File: src/rtl/irq_arb_pkg.sv
package irq_arb_pkg;
    typedef enum logic [1:0] {
        RSP_IDLE  = 2'd0,
        RSP_GRANT = 2'd1,
        RSP_EMPTY = 2'd2
    } rsp_state_e;
endpackage

File: src/rtl/irq_tgt_pick.sv
// Per-target counting vector, request line and lowest-index pick.
module irq_tgt_pick #(
    parameter int NSRC = 12,
    parameter int PW   = 3,
    parameter int IDW  = 4
) (
    input  logic [NSRC-1:0]    avail,
    input  logic [NSRC-1:0]    taken,
    input  logic [NSRC-1:0]    enable,
    input  logic [NSRC*PW-1:0] prio,
    input  logic [PW-1:0]      thresh,
    output logic               irq,
    output logic               hit,
    output logic [IDW-1:0]     pick_id,
    output logic [NSRC-1:0]    pick_onehot
);
    logic [NSRC-1:0] counting;
    logic [NSRC-1:0] cand;

    always_comb begin
        for (int i = 0; i < NSRC; i++) begin
            counting[i] = avail[i] & enable[i] & (prio[i*PW +: PW] > thresh);
        end
        irq  = |counting;
        // Sources already handed to a lower target this cycle are hidden.
        cand = counting & ~taken;
        hit         = 1'b0;
        pick_id     = '0;
        pick_onehot = '0;
        // Scan downward so the lowest index is the last to win.
        for (int i = NSRC - 1; i >= 0; i--) begin
            if (cand[i]) begin
                hit         = 1'b1;
                pick_id     = IDW'(i);
                pick_onehot = {{(NSRC-1){1'b0}}, 1'b1} << i;
            end
        end
    end
endmodule

File: src/rtl/irq_src_state.sv
// Pending and in-service vectors shared by all targets.
module irq_src_state #(
    parameter int NSRC = 12,
    parameter int NTGT = 2,
    parameter int IDW  = 4
) (
    input  logic                clk,
    input  logic                rst_n,
    input  logic [NSRC-1:0]     src_level,
    input  logic [NSRC-1:0]     grant_mask,
    input  logic [NTGT-1:0]     cmpl_req,
    input  logic [NTGT*IDW-1:0] cmpl_id,
    output logic [NSRC-1:0]     pending,
    output logic [NSRC-1:0]     in_service
);
    localparam logic [NSRC-1:0] LIVE_MASK = ~{{(NSRC-1){1'b0}}, 1'b1};

    logic [NSRC-1:0] cmpl_clr;

    always_comb begin
        cmpl_clr = '0;
        for (int t = 0; t < NTGT; t++) begin
            if (cmpl_req[t] && (int'(cmpl_id[t*IDW +: IDW]) < NSRC)) begin
                cmpl_clr[cmpl_id[t*IDW +: IDW]] = 1'b1;
            end
        end
    end

    always_ff @(posedge clk or negedge rst_n) begin
        if (!rst_n) begin
            pending    <= '0;
            in_service <= '0;
        end else begin
            // A grant wins over the input level and over a completion.
            pending    <= src_level & ~grant_mask & LIVE_MASK;
            in_service <= ((in_service & ~cmpl_clr) | grant_mask) & LIVE_MASK;
        end
    end
endmodule

File: src/rtl/irq_claim_rsp.sv
// Per-target claim response state machine.
module irq_claim_rsp
    import irq_arb_pkg::*;
#(
    parameter int IDW = 4
) (
    input  logic           clk,
    input  logic           rst_n,
    input  logic           claim,
    input  logic           hit,
    input  logic [IDW-1:0] pick_id,
    output logic           rsp_valid,
    output logic [IDW-1:0] rsp_id
);
    rsp_state_e     state_q, state_d;
    logic [IDW-1:0] id_q;

    always_comb begin
        state_d = RSP_IDLE;
        if (claim) begin
            state_d = hit ? RSP_GRANT : RSP_EMPTY;
        end
    end

    always_ff @(posedge clk or negedge rst_n) begin
        if (!rst_n) begin
            state_q <= RSP_IDLE;
            id_q    <= '0;
        end else begin
            state_q <= state_d;
            id_q    <= (claim && hit) ? pick_id : '0;
        end
    end

    always_comb begin
        unique case (state_q)
            RSP_IDLE:  begin rsp_valid = 1'b0; rsp_id = '0;   end
            RSP_GRANT: begin rsp_valid = 1'b1; rsp_id = id_q; end
            RSP_EMPTY: begin rsp_valid = 1'b1; rsp_id = '0;   end
            default:   begin rsp_valid = 1'b0; rsp_id = '0;   end
        endcase
    end
endmodule

File: src/rtl/irq_claim_arbiter.sv
module irq_claim_arbiter #(
    parameter int NSRC = 12,
    parameter int NTGT = 2,
    parameter int PW   = 3,
    parameter int IDW  = $clog2(NSRC)
) (
    input  logic                 clk,
    input  logic                 rst_n,
    input  logic [NSRC-1:0]      src_level,
    input  logic [NSRC*PW-1:0]   src_prio,
    input  logic [NTGT*NSRC-1:0] tgt_enable,
    input  logic [NTGT*PW-1:0]   tgt_thresh,
    input  logic [NTGT-1:0]      claim_req,
    input  logic [NTGT-1:0]      cmpl_req,
    input  logic [NTGT*IDW-1:0]  cmpl_id,
    output logic [NTGT-1:0]      irq,
    output logic [NTGT-1:0]      claim_valid,
    output logic [NTGT*IDW-1:0]  claim_id
);
    logic [NSRC-1:0] pending;
    logic [NSRC-1:0] in_service;
    logic [NSRC-1:0] avail;
    logic [NSRC-1:0] taken [0:NTGT];
    logic [NTGT-1:0] hit;

    assign avail    = pending & ~in_service;
    assign taken[0] = '0;

    irq_src_state #(.NSRC(NSRC), .NTGT(NTGT), .IDW(IDW)) u_state (
        .clk        (clk),
        .rst_n      (rst_n),
        .src_level  (src_level),
        .grant_mask (taken[NTGT]),
        .cmpl_req   (cmpl_req),
        .cmpl_id    (cmpl_id),
        .pending    (pending),
        .in_service (in_service)
    );

    for (genvar t = 0; t < NTGT; t++) begin : g_tgt
        logic [IDW-1:0]  pick_id;
        logic [NSRC-1:0] pick_onehot;

        irq_tgt_pick #(.NSRC(NSRC), .PW(PW), .IDW(IDW)) u_pick (
            .avail       (avail),
            .taken       (taken[t]),
            .enable      (tgt_enable[t*NSRC +: NSRC]),
            .prio        (src_prio),
            .thresh      (tgt_thresh[t*PW +: PW]),
            .irq         (irq[t]),
            .hit         (hit[t]),
            .pick_id     (pick_id),
            .pick_onehot (pick_onehot)
        );

        // Serialise same-cycle claims: lower targets mark their pick first.
        assign taken[t+1] = taken[t] | ((claim_req[t] && hit[t]) ? pick_onehot : '0);

        irq_claim_rsp #(.IDW(IDW)) u_rsp (
            .clk       (clk),
            .rst_n     (rst_n),
            .claim     (claim_req[t]),
            .hit       (hit[t]),
            .pick_id   (pick_id),
            .rsp_valid (claim_valid[t]),
            .rsp_id    (claim_id[t*IDW +: IDW])
        );
    end
endmodule

File: config.mk
export PLATFORM = sky130hd
export DESIGN_NAME = irq_claim_arbiter
export DESIGN_NICKNAME = d
export VERILOG_FILES = /design/src/rtl/irq_arb_pkg.sv /design/src/rtl/irq_tgt_pick.sv /design/src/rtl/irq_src_state.sv /design/src/rtl/irq_claim_rsp.sv /design/src/rtl/irq_claim_arbiter.sv
export SDC_FILE = /design/constraint.sdc
export NUM_CORES = 1
export LEC_CHECK = 0
export CORE_ASPECT_RATIO = 0.9
export CORE_MARGIN = 2
export CORE_UTILIZATION = 30
export CTS_BUF_LIST = sky130_fd_sc_hd__clkbuf_4 sky130_fd_sc_hd__clkbuf_8 sky130_fd_sc_hd__clkbuf_16
export DETAILED_ROUTE_END_ITERATION = 12
export GPL_TIMING_DRIVEN = 1
export SLEW_MARGIN = 10
export SYNTH_ARGS = -nofsm -noshare
export SYNTH_HDL_FRONTEND = slang
export SYNTH_SLANG_ARGS = --single-unit
File: constraint.sdc
create_clock -name clk -period 7.9 [get_ports clk]
set_clock_uncertainty 0.05 [all_clocks]
set_input_delay 2.37 -clock clk [delete_from_list [all_inputs] [get_ports clk]]
set_output_delay 2.37 -clock clk [all_outputs]
set_load 0.05 [all_outputs]
==> results of run 1 <==
==> power by group <==
part / leakage (uW) / switching, uW / internal (uW)
registers: 0.000426 / 17.3 / 218
clock network: 0.0000729 / 68.7 / 125
logic: 0.00181 / 255 / 178
==> cell families (layout without fill, tap and decap cells) <==
kind of cell	after synthesis	count (layout)
AOI/OAI and AO/OA	121	121
adders and majority gates	68	68
buffers and inverters	36	147
DFF	34	34
and+or+nand+nor	180	180
==> through the flow <==
step                      total power (uW)  hold WS, ns
after floorplan                        528        0.396
after global placement                 655        0.411
after detailed placement               667        0.417
after CTS                              864        0.431
after global routing                   917        0.439
final                                  862        0.427
==> sequential cells by signal, indices dropped and copies added (netlist names) <==
register / cells
u_state.in_service: 11
u_state.pending: 11
g_tgt.u_rsp.id_q: 8
g_tgt.u_rsp.state_q: 4
==> per-layer routing <==
layer | global-route usage | wire (um)
met5 | 0 | 0
met4 | 0.0424 | 233
met3 | 0.0278 | 713
met2 | 0.313 | 5820
met1 | 0.235 | 5480
==> final cells by class <==
cell class | count | area (um^2)
Clock buffer | 6 | 139
Clock inverter | 2 | 12.5
Fill cell | 1245 | 7400
Inverter | 31 | 116
Multi-Input combinational cell | 369 | 2810
Sequential cell | 34 | 851
Tap cell | 164 | 205
Timing Repair Buffer | 108 | 1050
==> Yosys cell counts, types with 3 or more instances <==
master	number
buf_4	4
a21o_1	4
o2111ai_1	7
o21ai_0	14
nor2_1	18
nand3b_1	4
nand2b_1	3
o211ai_1	3
a22oi_1	9
ha_1	68
and3_1	6
a211oi_1	5
nor3b_1	4
o21a_1	10
o31ai_1	5
a21oi_1	22
nor3_1	3
inv_1	31
and2_1	18
a31oi_1	3
nand2_1	34
o311a_1	6
o2111a_1	3
o311ai_1	3
a32oi_1	3
nand3_1	40
nand4_1	6
nor2b_1	29
dfrtp_1	34
and3b_1	3
==> worst paths after layout <==
kind	start	end	slack, ns	cells after the start
max in group asynchronous	rst_n	u_state.pending[9]	5.03	2
worst max register to register	u_state.pending[1]	g_tgt[1].u_rsp.id_q[0]	5.15	8
min in group asynchronous	rst_n	u_state.in_service[3]	2.47	2
worst min-delay path	u_state.in_service[5]	u_state.in_service[5]	0.43	1
worst max-delay path	tgt_thresh[5]	irq[1]	0.60	10
worst min register to register	u_state.in_service[5]	u_state.in_service[5]	0.43	1
==> worst register-to-register path, delay by kind of cell (launching register included) <==
family	cells	cell delay, ns
AOI/OAI and AO/OA	4	1.19
DFF	1	0.35
and+or+nand+nor	4	1.03
==> metrics.md, run 1 <==
| Metric | Value |
|---|---|
| Die W | `about 120 um` |
| CP max FO | `10` |
| CP max stage delay | `0.40 ns` |
| Sequential area share after synthesis | `0.223` |
| Critical path launch point type | `input pin` |
| Starting Density | `0.304` |
| Vias in the first global route | `~3.9k` |
| Post-synthesis mux area share | `0` |
| Post-Synthesis Cells | `roughly 440` |
| Setup WS post-layout | `about 0.60 ns` |
| RePlAce Congestion | `approximately 0.9` |
| Final Hold Viols | `0` |
| Crit path buf inv count | `3` |
| Worst hold path type | `reg -> reg` |
| Remaining Overflow, GRT | `0` |
| # Max-Cap Violations | `0` |
| Max transition margin | `0.609` |
| Layout Utilization | `0.412` |
| Final TNS setup | `0 ns` |
| Syn nets | `approximately 600` |
| Post-synthesis cell type count | `59` |
| Most frequent CP cell | `nand3_1` |
| CP top delay family | `buffers and inverters` |
| Global-route usage over all layers | `0.181` |
| 1st-iter DRT viols | `about 170` |
| CTS sink count | `34` |
| Measured slew at the worst slew-check pin | `0.585 ns` |
| Ratio of final minimum period to clock period | `0.925` |
| Share of cells above drive strength 1 | `0.0782` |
| Synthesized area | `around 0.0038 mm^2` |
| Number of synthesized register bits | `34` |
| Largest net degree at the start of global routing | `35` |
| WS Path Type | `in -> out` |
| Placed insts | `706` |
| Clock slew at reported path FFs | `approximately 0.050 ns` |
| Area grow syn2layout | `35.7%` |
| CP cell instances | `clkdlybuf4s50_1 -> inv_1 -> ha_1 -> a21oi_1 -> o21ai_0 -> nand4_1 -> nand3_1 -> nor3_1 -> nand3_1 -> buf_4` |
| Req. time, crit path | `about 5.5 ns` |
| Routed len/inst | `17.1 um` |
| Synth Area in Compound Gates | `0.253` |
| Worst slack at placement | `0.632 ns` |
| Outcome | `finished clean` |
| Max rail drop VDD | `just over 100 uV` |
| Area share of the largest cell type after synthesis | `0.223` |
| Arrival @ worst endpoint | `4.88 ns` |
| Placed cell areas | `around 0.005 mm^2` |
| Pre-antenna DRT Iters | `5` |
| Most frequent cells in the layout | `clkdlybuf4s50_1 (95), ha_1 (68), nand3_1 (40), nand2_1 (34), dfrtp_1 (34)` |
| Die Span Y | `~110 um` |
| Post-CTS resize count | `0` |
| First-pass GRT wire length | `19.6 mm` |
| Number of synthesized flops with an enable pin | `0` |
| # setup viols final | `0` |
| TritonCTS clock tree | `built` |
| Commonest non-fill, non-tap cell in the layout | `clkdlybuf4s50_1` |
| Area share of and/or/nand/nor cells after synthesis | `0.260` |
| Vias per cell | `between 5 and 6` |
| CTS Buf Count | `5` |
| Tmin final | `between 7 and 8 ns` |
| Post-DRT Antenna Nets | `0` |
| Slowest CP cell | `clkdlybuf4s50_1` |
| Synth Area per Inst | `about 8.7 um^2` |
| Initial antenna violation count | `0` |
| Post-synth top flop | `dfrtp_1` |
| Post-layout nets | `709` |
| Top cells by area, synth | `dfrtp_1 (22%), ha_1 (22%), nand3_1 (5.2%)` |
| Max Slew Vio Count | `0` |
| Skew-Pair Late Insertion Delay | `about 0.27 ns` |
| Yosys warns | `0` |
| Static Leak | `approximately 0.0023 uW` |
| Root Buffer | `clkbuf_16` |
| Power Density | `166 mW/mm^2` |
| Final wirelength | `~12 mm` |
| Post-route cell area | `around 0.0052 mm^2` |
| Core Area | `0.0126 mm^2` |
| Die area | `approximately 0.014 mm^2` |
| Post-synthesis adder-cell area fraction | `0.223` |
| CTS H-tree depth | `2` |
| Max Fclk | `137 MHz` |
| Post-route insts no fill | `slightly above 700` |
| Endpoint class of the critical path | `output pin` |
| Cell taking the most area after synthesis | `dfrtp_1` |
| Post-Synth XOR/XNOR Area | `0` |
| Hold bufs inserted after CTS | `0` |
| Residual DRC count | `0` |
| Post-DP HPWL | `10.3 mm` |
| Ys async rst share | `1.00` |
| Main combinational cell family by area after synthesis | `simple AND/OR/NAND/NOR gates` |
| Diode count | `0` |
| # IOs | `roughly 100` |
| Setup bufs post-CTS | `0` |
| # rows | `39` |
| Vias after detailed routing | `approximately 3.8k` |
| Clock Tree Buf Depth | `2` |
| Port buffer count | `between 90 and 100` |
| RSZ-0062 raised after global routing | `false` |
Power figures use the tool's default switching activity.
==> run 2: changes to the inputs <==
- CORE_ASPECT_RATIO: 0.9 -> 2
- CORE_UTILIZATION: 30 -> 41
- PLACE_DENSITY: unset -> 0.7
- SKIP_LAST_GASP: unset -> 1
==> run 2 against run 1 <==
Compared with the run above: total power rose by 6.7%; sequential power is essentially flat; combinational power shrank 3%; critical path depth did not move; wire length decreased by 6.3%; hold slack worse by 0.00063 ns; flip-flop and latch count stayed put; cell area down 1.2%; critical path type unchanged; highest routed layer unchanged.
==> metrics.md, run 2 (synthesis gave the netlist of run 1 again) <==
| Metric | Value |
|---|---|
| Outcome | `finished clean` |
| 1st-iter DRT viols | `154 (-11%)` |
| # setup viols final | `0 (unchanged)` |
| Largest net degree at the start of global routing | `35 (unchanged)` |
| Global-route usage over all layers | `0.229 (+0.0481)` |
| Crit path buf inv count | `3 (unchanged)` |
| Diode count | `0 (unchanged)` |
| Endpoint class of the critical path | `output pin` |
| Most frequent cells in the layout | `clkdlybuf4s50_1 (95), ha_1 (68), nand3_1 (40), nand2_1 (34), dfrtp_1 (34)` |
| CTS sink count | `34 (unchanged)` |
| Slowest CP cell | `clkdlybuf4s50_1` |
| Reg-to-reg slack, setup | `5.29 ns (+0.14 ns)` |
| # rows | `49 (+26%)` |
| Die Span Y | `141 um (+27%)` |
| Vias after detailed routing | `3,777 (-1.3%)` |
| Worst R2R Path Depth | `8 (unchanged)` |
| Clock power frac | `0.285 (+0.061)` |
| Vias per cell | `5.83 (+8.8%)` |
| Max transition margin | `0.631 (+0.0229)` |
| CTS Buf Count | `5 (unchanged)` |
| Setup bufs post-CTS | `0 (unchanged)` |
| Layout Utilization | `0.569 (+0.157)` |
| WS Path Type | `in -> out` |
| Final Hold Viols | `0 (unchanged)` |
| Share of cells above drive strength 1 | `0.0714 (-0.00675)` |
| TritonCTS clock tree | `built` |
| Clock slew at reported path FFs | `0.05 ns (about the same)` |
| Max Fclk | `136 MHz (-0.87%)` |
| Final wirelength | `11.5 mm (-6.3%)` |
| Post-layout nets | `705 (-0.56%)` |
| CP max stage delay | `0.39 ns (about the same)` |
| Critical path launch point type | `input pin` |
| Sequential Area | `851 um^2 (unchanged)` |
| Fill cells | `840 (-33%)` |
| Static Leak | `0.00232 uW (+0.26%)` |
| Die W | `72.3 um (-41%)` |
| Remaining Overflow, GRT | `0 (unchanged)` |
| Sequential power share | `0.258 (-0.015)` |
| Worst R2R End | `u_state.pending[9]` |
| Sw power | `337 uW (-1.1%)` |
| Final TNS setup | `0 ns (unchanged)` |
| Max rail drop VDD | `155 uV (+54%)` |
| Die area | `0.0102 mm^2 (-26%)` |
| Clock Tree Buf Depth | `2 (unchanged)` |
| Pre-antenna DRT Iters | `4 (-1)` |
| Port buffer count | `97 (unchanged)` |
| Post-DP HPWL | `9.62 mm (-6.9%)` |
| Starting Density | `0.424 (+0.121)` |
| Worst slack at placement | `0.517 ns (-0.115 ns)` |
| Commonest non-fill, non-tap cell in the layout | `clkdlybuf4s50_1` |
| Ratio of final minimum period to clock period | `0.933 (+0.00815)` |
| Routed len/inst | `17.7 um (+3.2%)` |
| Setup WS post-layout | `0.532 ns (-0.0644 ns)` |
| Switching share of power | `0.367 (-0.0290)` |
| Combinational share of power | `0.457 (-0.046)` |
| Tmin final | `7.37 ns (+0.0644 ns)` |
| RSZ-0062 raised after global routing | `false` |
| CP max FO | `11 (+1)` |
| Initial antenna violation count | `0 (unchanged)` |
| Area grow syn2layout | `34.1%` |
| CP cell instances | `clkdlybuf4s50_1 -> inv_1 -> ha_1 -> nor2b_1 -> o21a_1 -> o2111ai_1 -> and2_1 -> nand2_1 -> or2_2 -> buf_4` |
| Core Area | `0.00901 mm^2 (-28%)` |
| Post-DRT Antenna Nets | `0 (unchanged)` |
| Reg2Reg Launch Point | `u_state.in_service[3]` |
| Residual DRC count | `0 (unchanged)` |
| Post-route cell area | `0.00513 mm^2 (-1.2%)` |
| Regs by FF count | `u_state.in_service x11, u_state.pending x11, g_tgt.u_rsp.id_q x8` |
| Root Buffer | `clkbuf_16` |
| Power Density | `179 mW/mm^2 (+8.0%)` |
| Req. time, crit path | `5.48 ns (about the same)` |
| Critical Path Sink | `irq[0]` |
| Post-CTS resize count | `0 (unchanged)` |
| Placed cell areas | `0.00493 mm^2 (-2.1%)` |
| Cell-internal power | `582 uW (+12%)` |
| Arrival @ worst endpoint | `4.95 ns (+0.07 ns)` |
| RePlAce Congestion | `0.960 (+5.4%)` |
| Worst hold path type | `reg -> reg` |
| Vias in the first global route | `3,916 (-0.36%)` |
| Multi-input gate area | `0.00281 mm^2 (unchanged)` |
| # IOs | `104 (unchanged)` |
| # Max-Cap Violations | `0 (unchanged)` |
| Measured slew at the worst slew-check pin | `0.551 ns (-0.0342 ns)` |
| First-pass GRT wire length | `18.3 mm (-6.6%)` |
| Critical Path Start | `tgt_thresh[1]` |
| Max Slew Vio Count | `0 (unchanged)` |
| Skew-Pair Late Insertion Delay | `0.29 ns (+0.02 ns)` |
| CP top delay family | `buffers and inverters` |
| CTS H-tree depth | `2 (unchanged)` |
| Hold bufs inserted after CTS | `0 (unchanged)` |
| Levels on crit path | `10 (unchanged)` |
run 2: cell count changes in the layout (fill, tap and decap cells not counted):
cell,change
clkinvlp_4,-1
buf_4,-4
clkinv_2,-1
bufinv_16,+2
run 2: power by group through the flow:
stage               Sequential [uW]  Clock, uW  Combinational [uW]
finish                          237        262                 420
global route                    241        274                 460
CTS                             238        265                 421
detailed placement              240          0                 417
global placement                237          0                 408
floorplan                       234          0                 295
run 2: per-layer routing:
| layer | share of wire | wire length [um] | GRT usage |
|---|---|---|---|
| met5 | 0 | 0 | 0 |
| met3 | 0.038 | 430 | 0.0151 |
| met1 | 0.38 | 4330 | 0.242 |
| met4 | 0.033 | 382 | 0.109 |
| met2 | 0.55 | 6320 | 0.438 |
run 2: how the worst min path moves through the flow:
stage,from,cells after the start,endpoint,slack (ns)
6_report,u_state.in_service[10],2,u_state.in_service[10],0.43
4_1_cts,u_state.in_service[10],2,u_state.in_service[10],0.43
5_1_grt,u_state.in_service[10],2,u_state.in_service[10],0.45
3_5_place_dp,u_state.in_service[2],1,u_state.in_service[2],0.43
2_1_floorplan,u_state.in_service[3],2,u_state.in_service[3],0.40
3_3_place_gp,u_state.in_service[10],2,u_state.in_service[10],0.41
run 2: area by class of cell:
type                    instances  area share
clock buffers                   6      0.0271
multi-input cells             369       0.549
repair buffers                104       0.199
inverters                      31      0.0227
flip-flops and latches         34       0.166
well taps                     102      0.0249
clock inverters                 2      0.0117
run 2: worst min-delay path: stages (launching register included):
cell and delay [ns]:
dfrtp_1 0.34, nand2_1 0.05, nand2_1 0.05
run 2: per-stage QoR:
step | cells | power [uW] | hold WS (ns)
CTS | 648 | 923 | 0.433
global placement | 640 | 645 | 0.411
floorplan | 439 | 528 | 0.396
detailed placement | 640 | 657 | 0.430
finish | 648 | 920 | 0.426
global route | 648 | 975 | 0.446
==> run 3: changes to the inputs <==
- CORE_MARGIN: 2 -> unset
==> run 3 against run 2 <==
Compared with the run above: final cell count increased by 0.31%; sequential power about the same; first-iteration DRC count increased by 9.1%; hold slack improved by 0.0016 ns; flip-flop and latch count unchanged; highest routed layer unchanged; worst setup slack got worse by 0.058 ns; critical endpoint unchanged; critical path type unchanged; clock power decreased by 2%; register-to-register slack got worse by 0.05 ns.
==> metrics.md, run 3 (synthesis gave the netlist of run 1 again) <==
| Metric | Value |
|---|---|
| Outcome | `finished clean` |
| # IOs | `104 (unchanged)` |
| Global-route usage over all layers | `0.246 (+0.0166)` |
| Die area | `0.00974 mm^2 (-4.2%)` |
| Arrival @ worst endpoint | `5.01 ns (+0.06 ns)` |
| Hold bufs inserted after CTS | `0 (unchanged)` |
| CP cell instances | `clkdlybuf4s50_1 -> inv_1 -> ha_1 -> nor2b_1 -> o21a_1 -> o2111ai_1 -> and2_1 -> nand2_1 -> or2_2 -> buf_4` |
| Initial antenna violation count | `0 (unchanged)` |
| # Max-Cap Violations | `0 (unchanged)` |
| Core Area | `0.00901 mm^2 (unchanged)` |
| CTS sink count | `34 (unchanged)` |
| Max transition margin | `0.647 (+0.0157)` |
| Sequential power share | `0.259 (about the same)` |
| Setup WS post-layout | `0.473 ns (-0.0584 ns)` |
| WHS Path Cells | `2 (unchanged)` |
| HP Start | `u_state.in_service[3]` |
| Worst R2R Path Depth | `8 (unchanged)` |
| Most frequent cells in the layout | `clkdlybuf4s50_1 (95), ha_1 (68), nand3_1 (40), nand2_1 (34), dfrtp_1 (34)` |
| First-pass GRT wire length | `19.1 mm (+4.3%)` |
| Vias per cell | `5.89 (+1.1%)` |
| Pre-antenna DRT Iters | `5 (+1)` |
| Post-layout nets | `707 (+0.28%)` |
| Max Slew Vio Count | `0 (unchanged)` |
| Post-CTS resize count | `0 (unchanged)` |
| CP max FO | `11 (unchanged)` |
| Post-DP HPWL | `9.92 mm (+3.0%)` |
| WS Path Type | `in -> out` |
| Final TNS setup | `0 ns (unchanged)` |
| Cell-internal power | `575 uW (-1.3%)` |
| Post-route cell area | `0.00514 mm^2 (+0.20%)` |
| # rows | `49 (unchanged)` |
| Clock power frac | `0.280 (-0.005)` |
| Met2 usage | `0.448 (+0.00918)` |
| Power Density | `178 mW/mm^2 (-0.79%)` |
| Tmin final | `7.43 ns (+0.0584 ns)` |
| Post-DRT Antenna Nets | `0 (unchanged)` |
| Vias after detailed routing | `3,830 (+1.4%)` |
| Measured slew at the worst slew-check pin | `0.528 ns (-0.0235 ns)` |
| Worst hold path type | `reg -> reg` |
| Combinational share of power | `0.462 (+0.005)` |
| Die Span Y | `139 um (-1.4%)` |
| Layout Utilization | `0.570 (+0.00111)` |
| Starting Density | `0.424 (unchanged)` |
| # setup viols final | `0 (unchanged)` |
| Port buffer count | `97 (unchanged)` |
| Vias in the first global route | `3,953 (+0.94%)` |
| M1 GR Usage | `0.270 (+0.0281)` |
| Clock slew at reported path FFs | `0.06 ns (about the same)` |
| Diode count | `0 (unchanged)` |
| RSZ-0062 raised after global routing | `false` |
| Area grow syn2layout | `34.4%` |
| Ratio of final minimum period to clock period | `0.940 (+0.00739)` |
| Switching share of power | `0.371 (+0.00444)` |
| Met3 Usage GRT | `0.0174 (+0.00233)` |
| Post-route insts no fill | `650 (+0.31%)` |
| Placed insts | `642 (+0.31%)` |
| Reg2Reg Launch Point | `u_state.in_service[3]` |
| Worst R2R End | `u_state.pending[9]` |
| Routed len/inst | `18.0 um (+1.9%)` |
| CP max stage delay | `0.39 ns (about the same)` |
| Commonest non-fill, non-tap cell in the layout | `clkdlybuf4s50_1` |
| Max rail drop VDD | `188 uV (+21%)` |
| Sw power | `339 uW (+0.60%)` |
| Static Leak | `0.00232 uW (+0.28%)` |
| Placed cell areas | `0.00494 mm^2 (+0.30%)` |
| CTS H-tree depth | `2 (unchanged)` |
| Reg-to-reg slack, setup | `5.24 ns (-0.05 ns)` |
| 1st-iter DRT viols | `168 (+9.1%)` |
| Regs by FF count | `u_state.in_service x11, u_state.pending x11, g_tgt.u_rsp.id_q x8` |
| CTS Buf Count | `5 (unchanged)` |
| Largest net degree at the start of global routing | `35 (unchanged)` |
| Worst slack at placement | `0.474 ns (-0.0435 ns)` |
| Residual DRC count | `0 (unchanged)` |
| Endpoint class of the critical path | `output pin` |
| Worst hold path endpoint | `u_state.in_service[3]` |
| Setup bufs post-CTS | `0 (unchanged)` |
| Busiest grt layer | `met2` |
| Skew-Pair Late Insertion Delay | `0.28 ns (about the same)` |
| Final Hold Viols | `0 (unchanged)` |
| Final wirelength | `11.7 mm (+2.2%)` |
| TritonCTS clock tree | `built` |
| Share of cells above drive strength 1 | `0.0748 (+0.00339)` |
| Die W | `70.3 um (-2.8%)` |
| Max Fclk | `135 MHz (-0.79%)` |
| Slowest CP cell | `clkdlybuf4s50_1` |
| Req. time, crit path | `5.48 ns (about the same)` |
| RePlAce Congestion | `0.900 (-6.3%)` |
| Remaining Overflow, GRT | `0 (unchanged)` |
| Clock Tree Buf Depth | `2 (unchanged)` |
| Root Buffer | `clkbuf_16` |
| Critical path launch point type | `input pin` |
run 3: changes by cell type in the layout (fill, tap and decap cells not counted):
cell / before / now
buf_4: 9 / 11
clkbuf_8: 1 / 0
clkinv_4: 0 / 1
run 3: final cells by class:
type                       instances  area (um^2)
clock buffer                       5          125
clock inverter                     3         68.8
fill                             863         3880
inverter                          31          116
multi-input combinational        369         2810
sequential                        34          851
tap                              102          128
timing repair buffer             106         1030
run 3: worst max-delay path: cells and delay by family:
| kind | cells | cell delay, ns |
|---|---|---|
| compound gates | 2 | 0.50 |
| simple gates | 4 | 0.86 |
| buf+inv | 3 | 0.94 |
| fa+ha+maj | 1 | 0.33 |
run 3: worst max-delay path by stage:
stage | from | endpoint | slack (ns) | depth (start not counted)
final | tgt_thresh[1] | irq[0] | 0.47 | 10
after detailed placement | tgt_thresh[1] | irq[0] | 0.47 | 10
after global placement | tgt_thresh[1] | irq[0] | 0.51 | 10
after CTS | tgt_thresh[1] | irq[0] | 0.47 | 10
after floorplan | tgt_thresh[1] | irq[0] | 1.20 | 9
after global routing | tgt_thresh[1] | irq[0] | 0.27 | 10
run 3: per-layer routing:
metal | share of wire | vias up
met5 | 0 | -
met4 | 0.049 | 0
met3 | 0.033 | 32
met2 | 0.53 | 104
met1 | 0.38 | 1816
li1 | - | 1878
run 3: metrics by stage:
step | hold WS (ns) | power [uW]
floorplan | 0.396 | 528
global placement | 0.412 | 649
detailed placement | 0.413 | 661
CTS | 0.427 | 920
global route | 0.458 | 974
finish | 0.428 | 914
run 3: power by group through the flow:
stage | logic (uW) | registers (uW) | clock network (uW)
5_1_grt | 465 | 241 | 268
3_3_place_gp | 412 | 237 | 0
4_1_cts | 424 | 237 | 260
2_1_floorplan | 295 | 234 | 0
3_5_place_dp | 422 | 240 | 0
6_report | 422 | 236 | 256
